===== src/rtl/victim_pkg.sv =====
package victim_pkg;
  typedef logic [1:0] way_vec_t;

  typedef struct packed {
    logic alloc;
    logic way;
  } victim_t;
endpackage


===== src/rtl/lru_store.sv =====
module lru_store #(
  parameter int SETS  = 128,
  parameter int IDX_W = $clog2(SETS)
) (
  input  logic             clk,
  input  logic             rst_n,
  input  logic             wr_en,
  input  logic [IDX_W-1:0] wr_set,
  input  logic             wr_way,
  input  logic [IDX_W-1:0] rd_set,
  output logic             rd_lru,
  output logic [SETS-1:0]  bits
);
  logic [SETS-1:0] lru_q;

  // The stored bit names the way that was used least recently.
  always_ff @(posedge clk or negedge rst_n) begin
    if (!rst_n) begin
      lru_q <= '0;
    end else if (wr_en) begin
      lru_q[wr_set] <= ~wr_way;
    end
  end

  assign rd_lru = lru_q[rd_set];
  assign bits   = lru_q;
endmodule


===== src/rtl/lock_store.sv =====
module lock_store
  import victim_pkg::*;
#(
  parameter int SETS  = 128,
  parameter int WAYS  = 2,
  parameter int IDX_W = $clog2(SETS)
) (
  input  logic             clk,
  input  logic             rst_n,
  input  logic             wr_en,
  input  logic [IDX_W-1:0] wr_set,
  input  logic             wr_way,
  input  logic             wr_val,
  input  logic [IDX_W-1:0] rd_set,
  output way_vec_t         rd_lock
);
  for (genvar w = 0; w < WAYS; w++) begin : g_way
    logic [SETS-1:0] lk_q;
    logic            sel;

    assign sel = wr_en && (int'(wr_way) == w);

    always_ff @(posedge clk or negedge rst_n) begin
      if (!rst_n) begin
        lk_q <= '0;
      end else if (sel) begin
        lk_q[wr_set] <= wr_val;
      end
    end

    assign rd_lock[w] = lk_q[rd_set];
  end
endmodule


===== src/rtl/victim_pick.sv =====
module victim_pick
  import victim_pkg::*;
(
  input  way_vec_t lvalid,
  input  way_vec_t locked,
  input  logic     lru,
  output victim_t  pick
);
  way_vec_t usable;
  way_vec_t empty_ok;

  assign usable   = ~locked;
  assign empty_ok = usable & ~lvalid;

  always_comb begin
    pick = '{alloc: 1'b0, way: 1'b0};
    if (empty_ok[0]) begin
      pick = '{alloc: 1'b1, way: 1'b0};
    end else if (empty_ok[1]) begin
      pick = '{alloc: 1'b1, way: 1'b1};
    end else if (usable[lru]) begin
      pick = '{alloc: 1'b1, way: lru};
    end else if (usable[~lru]) begin
      pick = '{alloc: 1'b1, way: ~lru};
    end
  end
endmodule


===== src/rtl/way_victim_sel.sv =====
module way_victim_sel
  import victim_pkg::*;
#(
  parameter int SETS  = 128,
  parameter int IDX_W = $clog2(SETS)
) (
  input  logic             clk,
  input  logic             rst_n,
  input  logic             req_valid,
  output logic             req_ready,
  input  logic [IDX_W-1:0] req_set,
  input  logic [1:0]       req_lvalid,
  output logic             rsp_valid,
  input  logic             rsp_ready,
  output logic             rsp_way,
  output logic             rsp_alloc,
  input  logic             touch_en,
  input  logic [IDX_W-1:0] touch_set,
  input  logic             touch_way,
  input  logic             lock_en,
  input  logic [IDX_W-1:0] lock_set,
  input  logic             lock_way,
  input  logic             lock_val
);
  logic            lru_rd;
  logic [SETS-1:0] lru_bits;
  way_vec_t        lk_rd;
  victim_t         pick;
  victim_t         rsp_q;
  logic            req_fire;

  lru_store #(.SETS(SETS), .IDX_W(IDX_W)) u_lru (
    .clk    (clk),
    .rst_n  (rst_n),
    .wr_en  (touch_en),
    .wr_set (touch_set),
    .wr_way (touch_way),
    .rd_set (req_set),
    .rd_lru (lru_rd),
    .bits   (lru_bits)
  );

  lock_store #(.SETS(SETS), .WAYS(2), .IDX_W(IDX_W)) u_lock (
    .clk     (clk),
    .rst_n   (rst_n),
    .wr_en   (lock_en),
    .wr_set  (lock_set),
    .wr_way  (lock_way),
    .wr_val  (lock_val),
    .rd_set  (req_set),
    .rd_lock (lk_rd)
  );

  victim_pick u_pick (
    .lvalid (req_lvalid),
    .locked (lk_rd),
    .lru    (lru_rd),
    .pick   (pick)
  );

  assign req_ready = !rsp_valid || rsp_ready;
  assign req_fire  = req_valid && req_ready;

  // One-entry response register; it holds its answer while the consumer stalls.
  always_ff @(posedge clk or negedge rst_n) begin
    if (!rst_n) begin
      rsp_valid <= 1'b0;
      rsp_q     <= '0;
    end else if (req_fire) begin
      rsp_valid <= 1'b1;
      rsp_q     <= pick;
    end else if (rsp_ready) begin
      rsp_valid <= 1'b0;
    end
  end

  assign rsp_way   = rsp_q.way;
  assign rsp_alloc = rsp_q.alloc;
endmodule


===== config.mk =====
export PLATFORM = sky130hd
export DESIGN_NAME = way_victim_sel
export DESIGN_NICKNAME = d
export VERILOG_FILES = /design/src/rtl/victim_pkg.sv /design/src/rtl/lru_store.sv /design/src/rtl/lock_store.sv /design/src/rtl/victim_pick.sv /design/src/rtl/way_victim_sel.sv
export SDC_FILE = /design/constraint.sdc
export NUM_CORES = 1
export LEC_CHECK = 0
export CORE_ASPECT_RATIO = 0.8
export CORE_MARGIN = 2
export CORE_UTILIZATION = 35
export CTS_CLUSTER_DIAMETER = 60
export DETAILED_ROUTE_END_ITERATION = 16
export PLACE_DENSITY_LB_ADDON = 0.12
export SETUP_SLACK_MARGIN = 0.4
export SYNTH_ARGS = -nofsm -noshare
export SYNTH_HDL_FRONTEND = slang
export SYNTH_HIERARCHICAL = 1
export SYNTH_SLANG_ARGS = --single-unit

===== constraint.sdc =====
create_clock -name clk -period 2.5 [get_ports clk]
set_input_delay 0.25 -clock clk [delete_from_list [all_inputs] [get_ports clk]]
set_output_delay 0.25 -clock clk [all_outputs]
set_load 0.05 [all_outputs]

# Word-level counts from Yosys, hierarchy flattened
# Index checks and enable logic that the tools add are counted.
# classes
n_bitwise	6
muxes	23
n_reduce_logical	8
magnitude_cmp	7
# op_table
operator	n
bitwise mux 128 bit	3
less-than comparator 7 x 8 -> 1 bit (second input constant)	3
binary-select mux 1 bit (select 7 bit)	3
demux 1 bit (select 7 bit)	2
>= comparator 7 x 1 -> 1 bit (second input constant)	2
2-to-1 mux 1 bit	11
2-to-1 mux 2 bit	4
logical AND 1 bit	5
less-than comparator 1 x 2 -> 1 bit (second input constant)	2
NOT 2 bit	2
NOT 1 bit	3
AND 2 bit	1
nonzero test 2 bit	1
logical NOT 1 bit	1
logical OR 1 bit	1
# word_totals
output_inout_bits	4
register_bits	387
inputBits	32
wordCells	50

# Longest topological paths before layout
# Gate-level depths: netlist of the first run.
# logic_depth
depth_word	9
depth_mapped	11
ltp_nobuf	8

# By module
# Netlist of the first run, hierarchy kept.
# by_module_without_submodules
mod	cells_each	n_inst	seq_area_each_um2	area_each_um2
lock_store	1062	1	6406.1	12939.9
lru_store	564	1	3203.1	6323.6
way_victim_sel	8	1	75.1	132.6
victim_pick	4	1	0.0	30.0

# Least setup slack after synthesis of the first run
# No wires, ideal clock.
# synth_path
path_kind	input-to-reg
startpoint	input port req_set[2]
endpoint	register rsp_q (netlist bit rsp_way)
setup_ns	0.125
required_time_ns	2.375
n_path_buf	3
setup_slack_ns	-0.463
cell_stages	11
arrival_time_ns	2.838
path_cell_list	clkbuf_1 -> buf_2 -> buf_1 -> mux4_2 -> mux2_2 -> o22ai_1 -> nor3_1 -> or4_1 -> nor3b_2 -> nor3_2 -> mux2_4
# synth_rtl
element	line	rtl
start: declaration	way_victim_sel.sv:11	input logic [IDX_W-1:0] req_set,
end signal: assignment	way_victim_sel.sv:71	rsp_q <= pick;
end: declaration	way_victim_sel.sv:29	victim_t rsp_q;

==> qor.yml, run 1 <==
worst_setup_path:
  r2r-end: "rsp_way"
  crit_type: "reg -> reg"
  cp.buffers_inverters: 0
  critical_path.top_delay_family: "multiplexers"
  timing.critical_path.from_type: "register"
  rr_worst_depth: 8
  setup.reg_to_reg.worst_slack_ns: -0.29
  type_of_destination_of_the_critical_path: "register"
  crit_chain: "mux4_2 -> mux4_2 -> o22ai_2 -> nor3_2 -> or4_4 -> nor3b_2 -> nor3_2 -> mux2_4"
  crit_path_max_incr_delay_ns: 0.56
  crit-reg2reg-launch: "u_lock/g_way[0].lk_q[87]"
  worstPathMaxFanout: 3
  critPathSlowestCell: "sky130_fd_sc_hd__or4_4"
  worst-endpoint-required_ns: 2.96
  critical_path_arrival_ns: 3.25
power_and_ir_drop:
  leakage_nw: 10.2
  power.density_nw_per_um2: 664
  vdd.ir_drop.worst_mv: 0.476
logic_synthesis:
  synth_ff_type: "sky130_fd_sc_hd__dfrtp_1"
  synthMostInstantiatedCell: "sky130_fd_sc_hd__dfrtp_1"
  netlist.area_leader.share_pct: 49.9
  postSynthRegisterBits: 387
  synth.top_cells.by_count: "sky130_fd_sc_hd__dfrtp_1 (387), sky130_fd_sc_hd__mux2_2 (264), sky130_fd_sc_hd__nor2_1 (182)"
  synth_top_area_cell: "sky130_fd_sc_hd__dfrtp_1"
  synth_warnings: 6
  synth.top_cells.by_area: "sky130_fd_sc_hd__dfrtp_1 (50%), sky130_fd_sc_hd__mux2_2 (15%), sky130_fd_sc_hd__mux4_2 (8.5%)"
  synth_area_per_cell_um2: 11.9
  synth-edff-count: 0
  synthArstFlopShare_pct: 100
  post_synth_inst_count: 1638
  yosysUniqueCellTypes: 43
  postSynthNetCount: 1670
  total_standard_cell_area_after_synthesis_um2: 19400
  yosysSeqAreaShare_pct: 49.9
timing:
  slew_headroom_pct: 59.7
  rsz0062_at_grt: "yes"
  hold_viol_final: 0
  timing.final.crit_period_ns: 2.79
  aggregate_negative_setup_slack_ns: -0.286
  final.setup_skew_ns: 0.0167
  fin_crit_sh_pct: 111
  slew_viol_final: 0
  timing.final.setup_violations: 1
  worst_max_slew_pin_slew_ns: 0.605
  achievable-frequency_mhz: 359
  setup_slack_ns: -0.286
status:
  status: "finished with violations"
  violations: "setup timing"
grt:
  met1_usage_pct: 31.6
  grt_busiest_layer: "met1"
  grt_pass1_wl_mm: 86.8
  groute.layer.met2.usage_pct: 27.8
  antenna_found_initial: 1
  grtUsageTotal_pct: 19.8
  grt_pass1_vias: 13400
  globalRoute.totalOverflow: 0
  grt_max_degree: 87
  grt_util_met3_pct: 2.88
routing:
  detail_route.vias_per_cell: 5.34
  detail_route.iter0.violations: 1230
  drt_drc_violations_left: 0
  drt_pre_antenna_iters: 5
  via_count: 13500
  wl_per_cell_um: 22.3
  route.final.wire_length_mm: 56.3
  post_route_antenna_net_violation_count: 0
placement:
  io_buffers: 35
  final_wtd_congestion: 0.771
  post-place-ws_ns: -0.657
  number_of_placed_instances_with_taps_included: 2440
  post-dp-hpwl_mm: 36.9
final_layout:
  non_filler_instance_count_after_layout: 2522
  drive_above_1_share_pct: 33.8
  antenna_cells_inserted: 0
  number_of_nets_in_the_layout: 1771
  area_growth_pct: 19.4
  fillerInstances: 5162
clock_network:
  cts.reportedPaths.clkPinSlew_ns: 0.06
  cts_num_sinks: 387
  cts-root-to-sink-buffers: 3
  cts-htree-levels: 2
  clk-insertion-delay-late_ns: 0.57
  ctsRootBufferMaster: "sky130_fd_sc_hd__clkbuf_16"
  cts_made_buffers: 46
  tritoncts: "done"
  post_cts_setup_inserts: 0
floorplanning:
  core-area_um2: 55000
  design.die.area_um2: 57400
  fp-row-count: 77
  die_width_um: 267
  die_h_um: 215
  floorplan.initialDensity_pct: 35.3
  io_pins: 36
flow_run:
  maxCapViolCount: 0
worst_hold_path:
  class_of_the_tightest_hold_or_removal_check: "in -> async"
==> per-layer routing <==
metal	vias to the layer above	share of wire, %
met5	-	0
met4	0	1.8
met3	60	4.3
met2	246	42
met1	6955	52
li1	6204	-
==> cell families (layout without fill, tap and decap cells) <==
logic type	after synthesis	in the layout	synth area share [%]
simple gates	419	419	9.38
mux	396	396	28.2
compound gates	293	293	9.52
buf+inv	143	277	3.05
flops	387	387	49.9
==> sequential cells by signal, summed over array words and instances, names as in the netlist <==
| signal | cells |
|---|---|
| rsp_alloc | 1 |
| rsp_valid | 1 |
| rsp_way | 1 |
| u_lock/g_way.lk_q | 256 |
| u_lru/bits | 128 |
==> cells in the final DEF, fill, tap and decap left out, drive strengths merged, types with 3 or more instances in the layout <==
master         netlist  routed
dfrtp              387     387
mux2               266     266
nor2               182     182
buf                 24     166
nand2              138     138
o21ai              128     128
o31ai              128     128
mux4                89      89
clkbuf             118      66
mux2i               41      41
clkdlybuf4s50        0      25
nand3               24      24
nor2b               19      19
a22oi               17      17
nor3                14      14
nand2b              10      10
o22ai                9       9
a21oi                8       8
clkinv               0       7
nor4                 7       7
bufinv               0       6
and2                 4       4
nor3b                4       4
dlygate4sd2          0       3
and3b                3       3
nand4                3       3
==> power breakdown <==
part,switching (mW),internal (mW)
registers,0.200,6.64
clock network,2.68,4.24
logic,0.901,0.747
==> worst reg2reg max path, delay by kind of cell, from the launching register on <==
| family | cells | cell delay, ns |
|---|---|---|
| flops | 1 | 0.39 |
| mux | 3 | 1.26 |
| compound gates | 1 | 0.13 |
| simple gates | 4 | 0.89 |
==> per-stage QoR <==
step	instance area [um^2]	util (%)	total power, mW	hold slack (ns)
2_1_floorplan	19500	-	7.86	-0.0456
3_3_place_gp	21600	39.2	8.56	0.256
3_5_place_dp	21600	39.2	8.60	0.260
4_1_cts	23200	42.1	15.6	0.221
5_1_grt	23200	42.2	16.1	0.243
6_report	23200	42.2	15.4	0.218
==> timing repair <==
item | CTS | global route
hold buffers | 1 | 0
gates resized for setup | 11 | 7
pin swaps | 6 | 5
endpoints found under the hold margin | 53 | 0
endpoints found under the setup margin | 5 | 2
==> final cells by class <==
cell class | count | area [um^2] | share of cell area, %
Clock inverter | 15 | 231 | 0.998
Clock buffer | 66 | 1310 | 5.64
Timing Repair Buffer | 195 | 1800 | 7.74
Inverter | 1 | 3.75 | 0.0162
Sequential cell | 387 | 9680 | 41.8
Tap cell | 750 | 938 | 4.05
Multi-Input combinational cell | 1108 | 9230 | 39.8
==> worst max-delay path by stage <==
stage / slack (ns) / to / from / cells after the start
after floorplan: -0.28 / rsp_way / req_set[0] / 10
after CTS: -0.27 / rsp_way / u_lock/g_way[0].lk_q[55] / 8
final: -0.29 / rsp_way / u_lock/g_way[0].lk_q[87] / 8
after global placement: -0.62 / rsp_way / req_set[0] / 9
after global routing: -0.34 / rsp_way / u_lock/g_way[0].lk_q[87] / 8
after detailed placement: -0.66 / rsp_way / req_set[0] / 9
No activity file was read; power rests on OpenSTA's default activity.
==> run 2, diff against run 1 <==
--- a/config.mk
+++ b/config.mk
@@ -5,11 +5,14 @@
 export SDC_FILE = /design/constraint.sdc
 export NUM_CORES = 1
 export LEC_CHECK = 0
+export CELL_PAD_IN_SITES_DETAIL_PLACEMENT = 1
+export CELL_PAD_IN_SITES_GLOBAL_PLACEMENT = 1
 export CORE_ASPECT_RATIO = 0.8
 export CORE_MARGIN = 2
 export CORE_UTILIZATION = 35
 export CTS_CLUSTER_DIAMETER = 60
 export DETAILED_ROUTE_END_ITERATION = 16
+export HOLD_SLACK_MARGIN = 0.1
 export PLACE_DENSITY_LB_ADDON = 0.12
 export SETUP_SLACK_MARGIN = 0.4
 export SYNTH_ARGS = -nofsm -noshare
==> qor.yml, run 2 (synthesis results as in run 1) <==
status:
  status: "finished with violations"
  violations: "setup timing"
power_and_ir_drop:
  power.density_nw_per_um2: 677  # +1.9%
  vdd.ir_drop.worst_mv: 0.442  # -7.3%
  leakage_nw: 10.2  # +0.46%
clock_network:
  cts.reportedPaths.clkPinSlew_ns: 0.06  # about the same
  cts-root-to-sink-buffers: 3  # unchanged
  cts-htree-levels: 2  # unchanged
  cts_made_buffers: 47  # +2.2%
  clk-insertion-delay-late_ns: 0.59  # +0.02 ns
  ctsRootBufferMaster: "sky130_fd_sc_hd__clkbuf_16"
  tritoncts: "done"
  cts_num_sinks: 387  # unchanged
timing:
  aggregate_negative_setup_slack_ns: -0.289  # -0.00296 ns
  timing.final.crit_period_ns: 2.79  # +0.00296 ns
  timing.final.setup_violations: 1  # unchanged
  slew_viol_final: 0  # unchanged
  fin_crit_sh_pct: 112  # +0.12 points
  rsz0062_at_grt: "yes"
  fin_hold_ws_ns: 0.148  # -0.0695 ns
  hold_viol_final: 0  # unchanged
  worst_max_slew_pin_slew_ns: 0.664  # +0.0584 ns
  setup_slack_ns: -0.289  # -0.00296 ns
  slew_headroom_pct: 55.8  # -3.9 points
  final.setup_skew_ns: 0.0278  # +0.0111 ns
  achievable-frequency_mhz: 359  # -0.11%
grt:
  antenna_found_initial: 1  # unchanged
  grtUsageTotal_pct: 21.8  # +2.0 points
  globalRoute.totalOverflow: 0  # unchanged
  grt_pass1_wl_mm: 94.8  # +9.3%
  grt_max_degree: 86  # -1.1%
  grt_pass1_vias: 14700  # +9.3%
worst_setup_path:
  critical_path_arrival_ns: 3.26  # about the same
  timing.critical_path.from_type: "register"
  type_of_destination_of_the_critical_path: "register"
  worstPathMaxFanout: 3  # unchanged
  crit_path_max_incr_delay_ns: 0.57  # about the same
  critPathSlowestCell: "sky130_fd_sc_hd__or4_4"
  crit_type: "reg -> reg"
  worst-endpoint-required_ns: 2.98  # +0.02 ns
  crit_chain: "mux4_1 -> mux4_2 -> o22ai_2 -> nor3_1 -> or4_4 -> nor3b_2 -> nor3_2 -> mux2_4"
worst_hold_path:
  class_of_the_tightest_hold_or_removal_check: "in -> async"
floorplanning:
  die_h_um: 215  # unchanged
  fp-row-count: 77  # unchanged
  io_pins: 36  # unchanged
  die_width_um: 267  # unchanged
  floorplan.initialDensity_pct: 35.3  # unchanged
  design.die.area_um2: 57400  # unchanged
  core-area_um2: 55000  # unchanged
placement:
  final_wtd_congestion: 0.809  # +5.0%
  post-dp-hpwl_mm: 40.1  # +8.6%
  io_buffers: 35  # unchanged
final_layout:
  number_of_nets_in_the_layout: 1774  # +0.17%
  largest_register_by_flop_count: "u_lock/g_way.lk_q"
  drive_above_1_share_pct: 34.0  # +0.19 points
  layout.cells.most_common: "sky130_fd_sc_hd__dfrtp_1"
  layout.cells.most_common_list: "sky130_fd_sc_hd__dfrtp_1 (387), sky130_fd_sc_hd__mux2_2 (264), sky130_fd_sc_hd__nor2_1 (182)"
  post-route-util_pct: 42.4  # +0.23 points
  fillerInstances: 5763  # +12%
  final-seq-area_um2: 9680  # unchanged
  multiInputGateArea_um2: 9200  # -0.37%
  largest_register_ffs: 256  # unchanged
  area_growth_pct: 20.1
routing:
  drt_pre_antenna_iters: 5  # unchanged
  detail_route.vias_per_cell: 5.45  # +2.1%
  via_count: 13800  # +2.3%
  route.final.wire_length_mm: 60.9  # +8.2%
  post_route_antenna_net_violation_count: 0  # unchanged
  detail_route.iter0.violations: 1048  # -15%
  drt_drc_violations_left: 0  # unchanged
  wl_per_cell_um: 24.1  # +7.9%
flow_run:
  maxCapViolCount: 0  # unchanged
-- run 2: changes by cell type in the layout (fill, tap and decap cells not counted), sizes merged --
cell	delta
clkinv	+3
dlygate4sd3	+1
clkinvlp	+2
diode	+1
inv	+2
clkbuf	-5
bufinv	+1
dlygate4sd2	+1
-- run 2: cell type report --
cell class                 count  area share (%)
sequential                   387            41.5
multi-input combinational   1108            39.4
timing repair buffer         197            8.00
clock buffer                  61            5.57
tap                          750            4.02
clock inverter                23            1.41
inverter                       1          0.0161
antenna                        1          0.0107
-- run 2: worst paths after layout --
path / slack, ns / depth (start not counted) / to / startpoint
min in group clk: 0.29 / 2 / rsp_valid / req_valid
min: 0.15 / 2 / u_lru/bits[39] / rst_n
max in group asynchronous: 1.50 / 3 / u_lock/g_way[0].lk_q[117] / rst_n
min reg2reg: 0.50 / 1 / u_lock/g_way[1].lk_q[4] / u_lock/g_way[1].lk_q[4]
max: -0.29 / 8 / rsp_way / u_lock/g_way[0].lk_q[64]
max reg2reg: -0.29 / 8 / rsp_way / u_lock/g_way[0].lk_q[64]
-- run 2: power breakdown --
| group | switching, mW | internal, mW |
|---|---|---|
| Sequential | 0.205 | 6.64 |
| Clock | 2.85 | 4.40 |
| Combinational | 0.935 | 0.755 |
-- run 2: worst max-delay path, delay by kind of cell, from the launching register on --
kind	cells	cell delay [ns]
muxes	3	1.26
and+or+nand+nor	4	0.92
DFF	1	0.39
AOI/OAI and AO/OA	1	0.10
-- run 2: layer usage --
layer  track usage [%]  up-vias  part of all wire [%]
met5                 0        -                     0
met4              5.51        0                   2.1
met3              3.55       68                   4.5
met2              30.8      234                    41
met1              34.4     7270                    52
li1                  -     6206                     -
-- run 2: what timing repair did --
item | CTS | global route
setup endpoints to repair | 6 | 2
resized for setup | 8 | 7
hold buffers | 2 | 0
pin swaps | 5 | 5
setup buffers | 0 | 1
endpoints found under the hold margin | 312 | 0
-- run 2: per-stage QoR --
step	total power [mW]	area, um^2	setup WS, ns	std cells
6_report	15.8	23300	-0.289	2528
5_1_grt	16.5	23300	-0.342	2527
4_1_cts	16.0	23300	-0.306	2526
3_5_place_dp	8.65	21600	-0.637	2440
3_3_place_gp	8.60	21600	-0.639	2440
2_1_floorplan	7.86	19500	-0.278	1638
